[config.mk]
export PLATFORM = sky130hd
export DESIGN_NAME = pmux_bank
export DESIGN_NICKNAME = d
export VERILOG_FILES = /design/src/rtl/pmux_pkg.sv /design/src/rtl/pmux_rst_sync.sv /design/src/rtl/pmux_decode.sv /design/src/rtl/pmux_field.sv /design/src/rtl/pmux_bank.sv
export SDC_FILE = /design/constraint.sdc
export NUM_CORES = 1
export LEC_CHECK = 0
export BUFFER_PORTS_ARGS = -buffer_cell sky130_fd_sc_hd__buf_2
export CORE_MARGIN = 1.5
export CORE_UTILIZATION = 50
export CTS_BUF_LIST = sky130_fd_sc_hd__clkbuf_4 sky130_fd_sc_hd__clkbuf_8 sky130_fd_sc_hd__clkbuf_16
export DETAILED_ROUTE_END_ITERATION = 6
export GPL_TIMING_DRIVEN = 0
export HOLD_SLACK_MARGIN = 0.1
export PLACE_DENSITY = 0.77
export SYNTH_ARGS = -nofsm -noshare
export SYNTH_HDL_FRONTEND = slang
export SYNTH_HIERARCHICAL = 1
export SYNTH_SLANG_ARGS = --single-unit
export TNS_END_PERCENT = 30
[constraint.sdc]
create_clock -name clk -period 6.1 [get_ports clk]
set_input_delay 0.305 -clock clk [delete_from_list [all_inputs] [get_ports clk]]
set_output_delay 0.305 -clock clk [all_outputs]
set_load 0.02 [all_outputs]
[src/rtl/pmux_pkg.sv]
package pmux_pkg;

  // Byte offsets of the register map
  localparam int unsigned OFF_OWN_GPIO   = 32'h00;
  localparam int unsigned OFF_OWN_PERIPH = 32'h04;
  localparam int unsigned OFF_OWN_STAT   = 32'h08;
  localparam int unsigned OFF_PU_SET     = 32'h10;
  localparam int unsigned OFF_PU_CLR     = 32'h14;
  localparam int unsigned OFF_PU_STAT    = 32'h18;
  localparam int unsigned OFF_PD_SET     = 32'h20;
  localparam int unsigned OFF_PD_CLR     = 32'h24;
  localparam int unsigned OFF_PD_STAT    = 32'h28;
  localparam int unsigned OFF_SEL_LO     = 32'h30;
  localparam int unsigned OFF_SEL_HI     = 32'h34;
  localparam int unsigned OFF_SCHMITT    = 32'h40;

  localparam int unsigned MIN_AW = 7;

  typedef enum logic [3:0] {
    REG_NONE,
    REG_OWN_GPIO,
    REG_OWN_PERIPH,
    REG_OWN_STAT,
    REG_PU_SET,
    REG_PU_CLR,
    REG_PU_STAT,
    REG_PD_SET,
    REG_PD_CLR,
    REG_PD_STAT,
    REG_SEL_LO,
    REG_SEL_HI,
    REG_SCHMITT
  } pmux_reg_e;

endpackage

[src/rtl/pmux_rst_sync.sv]
module pmux_rst_sync (
  input  logic clk_i,
  input  logic rst_ni,
  output logic rst_sync_no
);
  logic [1:0] stage_q;
  logic [1:0] stage_d;

  always_comb begin
    stage_d = {stage_q[0], 1'b1};
  end

  always_ff @(posedge clk_i or negedge rst_ni) begin
    if (!rst_ni) begin
      stage_q <= 2'b00;
    end else begin
      stage_q <= stage_d;
    end
  end

  assign rst_sync_no = stage_q[1];
endmodule

[src/rtl/pmux_decode.sv]
module pmux_decode
  import pmux_pkg::*;
#(
  parameter int unsigned AW = 8
) (
  input  logic [AW-1:0] addr_i,
  output pmux_reg_e     reg_o
);
  always_comb begin
    reg_o = REG_NONE;
    if (addr_i == AW'(OFF_OWN_GPIO))   reg_o = REG_OWN_GPIO;
    if (addr_i == AW'(OFF_OWN_PERIPH)) reg_o = REG_OWN_PERIPH;
    if (addr_i == AW'(OFF_OWN_STAT))   reg_o = REG_OWN_STAT;
    if (addr_i == AW'(OFF_PU_SET))     reg_o = REG_PU_SET;
    if (addr_i == AW'(OFF_PU_CLR))     reg_o = REG_PU_CLR;
    if (addr_i == AW'(OFF_PU_STAT))    reg_o = REG_PU_STAT;
    if (addr_i == AW'(OFF_PD_SET))     reg_o = REG_PD_SET;
    if (addr_i == AW'(OFF_PD_CLR))     reg_o = REG_PD_CLR;
    if (addr_i == AW'(OFF_PD_STAT))    reg_o = REG_PD_STAT;
    if (addr_i == AW'(OFF_SEL_LO))     reg_o = REG_SEL_LO;
    if (addr_i == AW'(OFF_SEL_HI))     reg_o = REG_SEL_HI;
    if (addr_i == AW'(OFF_SCHMITT))    reg_o = REG_SCHMITT;
  end
endmodule

[src/rtl/pmux_field.sv]
module pmux_field #(
  parameter int unsigned N       = 32,
  parameter logic [N-1:0] RST_VAL = '0
) (
  input  logic         clk_i,
  input  logic         rst_ni,
  input  logic         set_i,
  input  logic         clr_i,
  input  logic         wr_i,
  input  logic [N-1:0] xclr_i,
  input  logic [N-1:0] d_i,
  output logic [N-1:0] q_o
);
  logic [N-1:0] q_r;
  logic [N-1:0] q_nx;
  logic         upd_en;

  // next-state
  always_comb begin
    upd_en = set_i | clr_i | wr_i | (|xclr_i);
    q_nx   = wr_i ? d_i : q_r;
    if (set_i) q_nx = q_nx | d_i;
    if (clr_i) q_nx = q_nx & ~d_i;
    q_nx = q_nx & ~xclr_i;
  end

  // register with explicit enable
  always_ff @(posedge clk_i or negedge rst_ni) begin
    if (!rst_ni) begin
      q_r <= RST_VAL;
    end else if (upd_en) begin
      q_r <= q_nx;
    end
  end

  assign q_o = q_r;

  // a set write raises every selected bit
  w1s_chk: assert property (@(posedge clk_i) disable iff (!rst_ni)
    (set_i && !clr_i && !wr_i) |=>
      ((q_o & $past(d_i & ~xclr_i)) == $past(d_i & ~xclr_i)));

  // a clear write drops every selected bit
  w1c_chk: assert property (@(posedge clk_i) disable iff (!rst_ni)
    clr_i |=> ((q_o & $past(d_i)) == '0));

  // a cross-clear from the opposite pull drops those bits
  xclr_chk: assert property (@(posedge clk_i) disable iff (!rst_ni)
    (|xclr_i) |=> ((q_o & $past(xclr_i)) == '0));

  // a plain write loads the word
  rw_load_chk: assert property (@(posedge clk_i) disable iff (!rst_ni)
    (wr_i && !set_i && !clr_i && (xclr_i == '0)) |=> (q_o == $past(d_i)));

  // no request, no change
  hold_chk: assert property (@(posedge clk_i) disable iff (!rst_ni)
    (!set_i && !clr_i && !wr_i && (xclr_i == '0)) |=> $stable(q_o));
endmodule

[src/rtl/pmux_bank.sv]
module pmux_bank
  import pmux_pkg::*;
#(
  parameter int unsigned NPINS = 32,
  parameter int unsigned AW    = 8
) (
  input  logic               clk,
  input  logic               rst_n,
  input  logic [AW-1:0]      bus_addr,
  input  logic [NPINS-1:0]   bus_wdata,
  input  logic               bus_we,
  output logic [NPINS-1:0]   bus_rdata,
  output logic [NPINS-1:0]   pin_gpio_own,
  output logic [2*NPINS-1:0] pin_func,
  output logic [NPINS-1:0]   pad_pullup,
  output logic [NPINS-1:0]   pad_pulldown,
  output logic [NPINS-1:0]   pad_schmitt_off
);
  localparam logic [NPINS-1:0] ALL_ONES = {NPINS{1'b1}};
  localparam logic [NPINS-1:0] ALL_ZERO = {NPINS{1'b0}};
  localparam int unsigned      NSTB     = 9;

  logic      rst_int_n;
  pmux_reg_e reg_id;

  logic stb_own_gpio, stb_own_periph;
  logic stb_pu_set, stb_pu_clr, stb_pd_set, stb_pd_clr;
  logic stb_sel_lo, stb_sel_hi, stb_schmitt;
  logic [NSTB-1:0] stb_vec;

  logic [NPINS-1:0] pu_xclr, pd_xclr;
  logic [NPINS-1:0] own_q, pu_q, pd_q, lo_q, hi_q, st_q;

  pmux_rst_sync u_rst (
    .clk_i      (clk),
    .rst_ni     (rst_n),
    .rst_sync_no(rst_int_n)
  );

  pmux_decode #(.AW(AW)) u_dec (
    .addr_i(bus_addr),
    .reg_o (reg_id)
  );

  // write strobes
  always_comb begin
    stb_own_gpio   = bus_we && (reg_id == REG_OWN_GPIO);
    stb_own_periph = bus_we && (reg_id == REG_OWN_PERIPH);
    stb_pu_set     = bus_we && (reg_id == REG_PU_SET);
    stb_pu_clr     = bus_we && (reg_id == REG_PU_CLR);
    stb_pd_set     = bus_we && (reg_id == REG_PD_SET);
    stb_pd_clr     = bus_we && (reg_id == REG_PD_CLR);
    stb_sel_lo     = bus_we && (reg_id == REG_SEL_LO);
    stb_sel_hi     = bus_we && (reg_id == REG_SEL_HI);
    stb_schmitt    = bus_we && (reg_id == REG_SCHMITT);
    stb_vec = {stb_own_gpio, stb_own_periph, stb_pu_set, stb_pu_clr,
               stb_pd_set, stb_pd_clr, stb_sel_lo, stb_sel_hi, stb_schmitt};
    // pull exclusion: setting one side clears the other
    pu_xclr = stb_pd_set ? bus_wdata : ALL_ZERO;
    pd_xclr = stb_pu_set ? bus_wdata : ALL_ZERO;
  end

  pmux_field #(.N(NPINS), .RST_VAL(ALL_ONES)) u_own (
    .clk_i(clk), .rst_ni(rst_int_n),
    .set_i(stb_own_gpio), .clr_i(stb_own_periph), .wr_i(1'b0),
    .xclr_i(ALL_ZERO), .d_i(bus_wdata), .q_o(own_q)
  );

  pmux_field #(.N(NPINS), .RST_VAL(ALL_ONES)) u_pu (
    .clk_i(clk), .rst_ni(rst_int_n),
    .set_i(stb_pu_set), .clr_i(stb_pu_clr), .wr_i(1'b0),
    .xclr_i(pu_xclr), .d_i(bus_wdata), .q_o(pu_q)
  );

  pmux_field #(.N(NPINS), .RST_VAL(ALL_ZERO)) u_pd (
    .clk_i(clk), .rst_ni(rst_int_n),
    .set_i(stb_pd_set), .clr_i(stb_pd_clr), .wr_i(1'b0),
    .xclr_i(pd_xclr), .d_i(bus_wdata), .q_o(pd_q)
  );

  pmux_field #(.N(NPINS), .RST_VAL(ALL_ZERO)) u_sel_lo (
    .clk_i(clk), .rst_ni(rst_int_n),
    .set_i(1'b0), .clr_i(1'b0), .wr_i(stb_sel_lo),
    .xclr_i(ALL_ZERO), .d_i(bus_wdata), .q_o(lo_q)
  );

  pmux_field #(.N(NPINS), .RST_VAL(ALL_ZERO)) u_sel_hi (
    .clk_i(clk), .rst_ni(rst_int_n),
    .set_i(1'b0), .clr_i(1'b0), .wr_i(stb_sel_hi),
    .xclr_i(ALL_ZERO), .d_i(bus_wdata), .q_o(hi_q)
  );

  pmux_field #(.N(NPINS), .RST_VAL(ALL_ZERO)) u_schmitt (
    .clk_i(clk), .rst_ni(rst_int_n),
    .set_i(1'b0), .clr_i(1'b0), .wr_i(stb_schmitt),
    .xclr_i(ALL_ZERO), .d_i(bus_wdata), .q_o(st_q)
  );

  // per-pin function code {high, low}
  for (genvar i = 0; i < NPINS; i++) begin : g_func
    assign pin_func[2*i]   = lo_q[i];
    assign pin_func[2*i+1] = hi_q[i];
  end

  assign pin_gpio_own    = own_q;
  assign pad_pullup      = pu_q;
  assign pad_pulldown    = pd_q;
  assign pad_schmitt_off = st_q;

  // status readback
  always_comb begin
    case (reg_id)
      REG_OWN_STAT: bus_rdata = own_q;
      REG_PU_STAT:  bus_rdata = pu_q;
      REG_PD_STAT:  bus_rdata = pd_q;
      REG_SEL_LO:   bus_rdata = lo_q;
      REG_SEL_HI:   bus_rdata = hi_q;
      REG_SCHMITT:  bus_rdata = st_q;
      default:      bus_rdata = ALL_ZERO;
    endcase
  end

  initial begin
    if (AW < MIN_AW) $error("address width too small for the register map");
  end

  // at most one register is written per cycle
  one_strobe_chk: assert property (@(posedge clk) disable iff (!rst_int_n)
    $onehot0(stb_vec));


  pull_excl_chk: assert property (@(posedge clk) disable iff (!rst_int_n)
    ((pad_pullup & pad_pulldown) == '0));


  unmapped_rd_chk: assert property (@(posedge clk) disable iff (!rst_int_n)
    (reg_id == REG_NONE) |-> (bus_rdata == '0));


  unmapped_wr_chk: assert property (@(posedge clk) disable iff (!rst_int_n)
    (bus_we && (reg_id == REG_NONE)) |=>
      ($stable(pin_gpio_own) && $stable(pin_func) && $stable(pad_pullup) &&
       $stable(pad_pulldown) && $stable(pad_schmitt_off)));

  // select changes leave ownership alone
  sel_own_chk: assert property (@(posedge clk) disable iff (!rst_int_n)
    (stb_sel_lo || stb_sel_hi) |=> $stable(pin_gpio_own));
endmodule

==> results of run 1 <==
[cells in the mapped netlist, drive strengths merged, types with 2 or more instances]
| cell type | instances | area share, % |
|---|---|---|
| and2b | 98 | 6.1 |
| mux2 | 6 | 0.56 |
| o21ai | 15 | 0.62 |
| buf | 56 | 3.8 |
| nor3 | 5 | 0.25 |
| nand2b | 3 | 0.16 |
| a22oi | 77 | 4.8 |
| and2 | 67 | 3.5 |
| inv | 8 | 0.25 |
| and4bb | 2 | 0.21 |
| conb | 2 | 0.062 |
| a21o | 7 | 0.44 |
| o221ai | 15 | 1.1 |
| o221a | 186 | 17 |
| clkbuf | 40 | 1.2 |
| nand3b | 15 | 0.93 |
| a211oi | 6 | 0.37 |
| nor3b | 3 | 0.23 |
| dfstp | 64 | 14 |
| and3b | 19 | 1.4 |
| nor2 | 6 | 0.19 |
| nor2b | 98 | 5.1 |
| or2 | 6 | 0.31 |
| a22o | 3 | 0.22 |
| dfrtp | 130 | 27 |
| nand2 | 4 | 0.12 |
| a21oi | 187 | 7.7 |
| o211ai | 15 | 0.93 |
[sequential cells by signal, indices dropped and copies added, names as in the netlist]
| register | flops |
|---|---|
| u_own/q_o | 32 |
| u_pd/q_o | 32 |
| u_pu/q_o | 32 |
| u_schmitt/q_o | 32 |
| u_sel_hi/q_o | 32 |
| u_sel_lo/q_o | 32 |
| u_rst/stage_q | 2 |
[cells by family (layout without fill, tap and decap cells)]
logic type      Yosys count  in the layout
compound gates          517            517
xor+xnor                  1              1
buf+inv                 105            406
flops                   194            194
mux                       6              6
other cells               2            172
simple gates            333            333
[final timing paths]
kind,start,endpoint,slack [ps],depth (start not counted)
min reg2reg,u_rst/stage_q[1],u_sel_lo/q_o[15],290,0
min in group clk,bus_wdata[31],u_pu/q_o[31],240,3
min,rst_n,u_rst/stage_q[1],170,2
max,bus_addr[1],bus_rdata[9],2300,8
max reg2reg,u_rst/stage_q[1],u_pu/q_o[20],4810,2
max in group asynchronous,u_rst/stage_q[1],u_pu/q_o[20],4810,2
[stage by stage]
step | setup WS, ps | hold WS (ps) | cells | power, mW | util, %
6_report | 2300 | 172 | 1948 | 3.39 | 64.3
5_1_grt | 2310 | 168 | 1947 | 3.51 | 64.3
3_3_place_gp | -2130 | 90.1 | 1911 | 2.09 | 61.1
4_1_cts | 2470 | 165 | 1947 | 3.36 | 64.3
3_5_place_dp | 2070 | 94.9 | 1914 | 2.12 | 61.5
2_1_floorplan | 406 | 9.41 | 1327 | 1.87 | -
[power groups by stage]
| stage | sequential [mW] | combinational, mW | clock [mW] |
|---|---|---|---|
| 3_5_place_dp | 1.53 | 0.585 | 0 |
| 6_report | 1.51 | 0.614 | 1.27 |
| 5_1_grt | 1.53 | 0.654 | 1.33 |
| 3_3_place_gp | 1.55 | 0.545 | 0 |
| 4_1_cts | 1.51 | 0.588 | 1.26 |
| 2_1_floorplan | 1.63 | 0.245 | 0 |
[cell type report]
class                           instances  share of cell area [%]
Tap cell                              319                    2.63
Inverter                                9                   0.223
Timing Repair Buffer                  269                    9.30
Antenna cell                            1                  0.0165
Sequential cell                       194                    32.5
Clock buffer                           17                    2.80
Buffer                                 96                    4.04
Multi-Input combinational cell       1028                    47.0
Clock inverter                         15                    1.47
[layer usage]
metal,wire length (um),track usage (%)
met5,0,0
met4,2480,19.3
met3,5710,8.71
met2,20700,57.2
met1,18100,48.8
==> flow_metrics.env, run 1 <==
export IMPL_outcome="finished, final reports clean"
export IMPL_maxCapViolations=0
export IMPL_p_clk_share_pct=37.3
export IMPL_layout_drive_gt1_share_pct=27.3
export IMPL_root_buffer="clkbuf_16"
export IMPL_clock_latency_ps=440
export IMPL_overflow=0
export IMPL_setup_violations=0
export IMPL_die_w_um=158
export IMPL_area_sequential_sq_um=4940
export IMPL_start_kind="input port"
export IMPL_clock_path_buffers=2
export IMPL_cts_setup_buffers=0
export IMPL_slew_headroom_pct=37.2
export IMPL_fillCellCount=1957
export IMPL_numCtsBuffers=17
export IMPL_post_cts_resized=0
export IMPL_combPwrFrac_pct=18.1
export IMPL_synth_compound_area_share_pct=34.0
export IMPL_period_needed_ps=3800
export IMPL_placed_cell_area_sq_um=14500
export IMPL_synthesis_area_sq_um=12100
export IMPL_fp_coreArea_sq_um=23600
export IMPL_cp_common_cell="buf_2"
export IMPL_rsz0062_at_grt="no"
export IMPL_cp_arrival_ps=3500
export IMPL_p_seq_share_pct=44.6
export IMPL_ys_ff_latch=194
export IMPL_die_y_um=158
export IMPL_slew_violations=0
export IMPL_multiInputGateArea_sq_um=7130
export IMPL_layout_commonest_cell="buf_2"
export IMPL_synth_cell_types=48
export IMPL_cts_hold_buf=1
export IMPL_io_buffer_count=265
export IMPL_routed_via_density=6.24
export IMPL_grt_total_usage_pct=37.2
export IMPL_hold_viol_final=0
export IMPL_cp_end_kind="primary output"
export IMPL_place_gp_congestion=0.878
export IMPL_drt_initial_drc_count=1408
export IMPL_path_buf_inv=4
export IMPL_max_stage_delay_ps=760
export IMPL_synth_xor_area_share_pct=0.0725
export IMPL_min_period_over_period_pct=62.3
export IMPL_fin_nets=1658
export IMPL_crit_type="input port to primary output"
export IMPL_dr_total_vias=12100
export IMPL_antenna_found_initial=0
export IMPL_wl_per_cell_um=24.1
export IMPL_crit_chain="buf_2 > or3_4 > o32ai_1 > buf_4 > nand2b_1 > clkbuf_1 > o211ai_1 > buf_2"
export IMPL_start_util_pct=51.2
export IMPL_tightestPinTransition_ps=942
export IMPL_p_switching_mw=1.06
export IMPL_synth_adder_area_share_pct=0
export IMPL_first_pass_iters=6
export IMPL_peakVddDrop_uv=175
export IMPL_synth_edff_count=0
export IMPL_synth_top_family_by_area="compound AO/OA/AOI/OAI gates"
export IMPL_finish_instance_area_sq_um=15200
export IMPL_cts_tree="built"
export IMPL_layout_cells_most_common_list="buf_2, a21oi_1, o221a_1"
export IMPL_fin_skew_ps=9.72
export IMPL_hp_class="input port to async pin"
export IMPL_cts_sinks=194
export IMPL_hpwl_mm=31.9
export IMPL_ys_async_sr_fraction_pct=100
export IMPL_path_clk_slew_ps=80
export IMPL_grt_max_degree=64
export IMPL_crit_required_ps=5790
export IMPL_drc_errors=0
export IMPL_synthFlopType="dfrtp_1"
export IMPL_drt_total_wl_mm=46.9
export IMPL_syn_to_final_growth_pct=25.7
export IMPL_cp_max_fo=10
export IMPL_synth_area_per_cell_sq_um=10.4
export IMPL_pin_count=267
export IMPL_slowest_stage="clkbuf_1"
export IMPL_rows=56
export IMPL_die_area_sq_um=25100
export IMPL_synth_area_mux_share_pct=0.559
export IMPL_power_density_nw_per_um2=224
export IMPL_h_tree_depth=4
export IMPL_cp_top_family="buffers and inverters"
export IMPL_grt_pass1_wl_mm=68.5
export IMPL_syn_inst=1158
export IMPL_max_freq_mhz=263
export IMPL_ys_seq_area_share_pct=40.9
export IMPL_fin_tns_setup_ps=0
export IMPL_synth_simple_gate_area_share_pct=19.1
export IMPL_p_leak_nw=7.24
export IMPL_switching_share_pct=31.1
export IMPL_first_global_vias=11200
export IMPL_internal_power_mw=2.34
export IMPL_antenna_left=0
export IMPL_ys_warn_count=6
(Power assumes the default switching activity.)
==> inputs of run 2 (changes only) <==
CORE_UTILIZATION = 56   (was 50)
PLACE_DENSITY = 0.82   (was 0.77)
clock period = 3.7 ns   (was 6.1 ns; I/O delays follow)
==> run 2 against run 1 <==
Net effect:
- the run now ends with design-rule violations left
- worst setup slack got worse by 2300 ps
- design area decreased by 0.46%
- clock-buffer cell count increased by 1
- die area decreased by 11%
- largest cell class unchanged
- largest power group unchanged
==> flow_metrics.env, run 2 (same netlist as run 1, synthesis figures left out) <==
export IMPL_syn_to_final_growth_pct=25.1
export IMPL_grt_total_usage_pct=40.6
export IMPL_cts_tree="built"
export IMPL_numCtsBuffers=17
export IMPL_die_y_um=150
export IMPL_antenna_left=0
export IMPL_antenna_cells=0
export IMPL_die_w_um=150
export IMPL_max_freq_mhz=271
export IMPL_power_mw=5.48
export IMPL_layout_commonest_cell="buf_2"
export IMPL_place_gp_congestion=0.906
export IMPL_period_needed_ps=3690
export IMPL_rows=53
export IMPL_overflow=0
export IMPL_slew_headroom_pct=33.8
export IMPL_placed_cells=1870
export IMPL_final_util_pct=71.6
export IMPL_layout_drive_gt1_share_pct=27.4
export IMPL_hpwl_mm=31.5
export IMPL_fin_skew_ps=9.02
export IMPL_die_area_sq_um=22500
export IMPL_cp_end_kind="flip-flop"
export IMPL_dr_total_vias=12300
export IMPL_io_buffer_count=265
export IMPL_area_sequential_sq_um=4940
export IMPL_p_leak_nw=7.23
export IMPL_power_density_nw_per_um2=363
export IMPL_path_clk_slew_ps=70
export IMPL_start_util_pct=57.3
export IMPL_layout_cells_most_common_list="buf_2, a21oi_1, o221a_1"
export IMPL_first_pass_iters=7
export IMPL_peakVddDrop_uv=313
export IMPL_outcome="finished, violations left"
export IMPL_root_buffer="clkbuf_16"
export IMPL_drt_initial_drc_count=1407
export IMPL_h_tree_depth=4
export IMPL_pin_count=267
export IMPL_fp_coreArea_sq_um=21100
export IMPL_crit_type="input port to flip-flop"
export IMPL_setup_violations=0
export IMPL_violations="design-rule violations"
export IMPL_rsz0062_at_grt="no"
export IMPL_grt_pass1_wl_mm=68.0
export IMPL_hold_viol_final=0
export IMPL_fillCellCount=1650
export IMPL_cts_sinks=194
export IMPL_start_kind="input port"
export IMPL_tightestPinTransition_ps=985
export IMPL_clock_path_buffers=2
export IMPL_maxCapViolations=0
export IMPL_crit_required_ps=4030
export IMPL_multiInputGateArea_sq_um=7140
export IMPL_cp_max_fo=10
export IMPL_first_global_vias=11600
export IMPL_wl_per_cell_um=24.2
export IMPL_clock_latency_ps=440
export IMPL_grt_max_degree=66
export IMPL_routed_via_density=6.46
export IMPL_fin_cells=1904
export IMPL_cp_arrival_ps=4020
export IMPL_drt_total_wl_mm=46.1
export IMPL_drc_errors=2
export IMPL_slew_violations=0
export IMPL_hp_class="input port to flip-flop"
export IMPL_min_period_over_period_pct=99.9
export IMPL_antenna_found_initial=0
export IMPL_fin_nets=1659
==> run 2: critical path, cell delays in order <==
cell and delay (ps):
buf_2 110, or3_4 400, nor3_1 800, and4b_1 300, buf_2 290, buf_2 480
and2_1 380, clkbuf_1 580, and2b_1 260, o221a_1 220
==> run 2: metal layers <==
layer  vias up  routed length, um  part of all wire (%)  GRT usage (%)
met5         -                  0                     0              0
met4         0               2690                   5.8           24.9
met3       195               5410                    12           10.2
met2       874              20600                    45           61.0
met1      5955              17400                    38           52.4
li1       5273                  -                     -              -
==> run 2: layout make-up <==
type,instances,share of cell area [%]
timing repair buffer,270,9.46
sequential,194,32.7
clock buffer,18,2.91
inverter,9,0.224
multi-input combinational,1028,47.3
buffer,96,4.06
tap,275,2.28
clock inverter,14,1.13
==> run 2: final timing paths <==
kind	start	endpoint	slack, ps	cells past startpoint
setup / recovery	bus_addr[1]	u_sel_hi/q_o[21]	5	10
hold / removal	bus_wdata[31]	u_pu/q_o[31]	120	3
setup reg to reg	u_rst/stage_q[1]	u_pu/q_o[27]	2590	1
hold reg to reg	u_rst/stage_q[1]	u_pd/q_o[16]	330	0
max in group asynchronous	u_rst/stage_q[1]	u_pu/q_o[27]	2590	1
min in group asynchronous	u_rst/stage_q[1]	u_pd/q_o[16]	330	0
==> run 2: report_power, final <==
group          switching (mW)  internal [mW]  total, mW  leakage, nW
clock network           0.923           1.04       1.96        0.291
registers               0.187           2.31       2.50         2.37
logic                   0.631          0.388       1.02         4.57
==> run 2: per-stage QoR <==
stage	TNS, ps	setup slack, ps	hold WS [ps]	instance area, sq um
5_1_grt	0	3.49	133	15100
3_5_place_dp	-7210	-253	-28.9	14500
3_3_place_gp	-98280	-765	-29.8	14400
2_1_floorplan	0	562	-111	12700
6_report	0	5.37	125	15100
4_1_cts	0	205	104	15100
==> run 2: timing repair <==
action	in CTS	in global routing
setup endpoints to repair	0	7
endpoints found under the hold margin	2	0
setup buffers	0	0
hold buffers	2	0
gates resized for setup	0	1
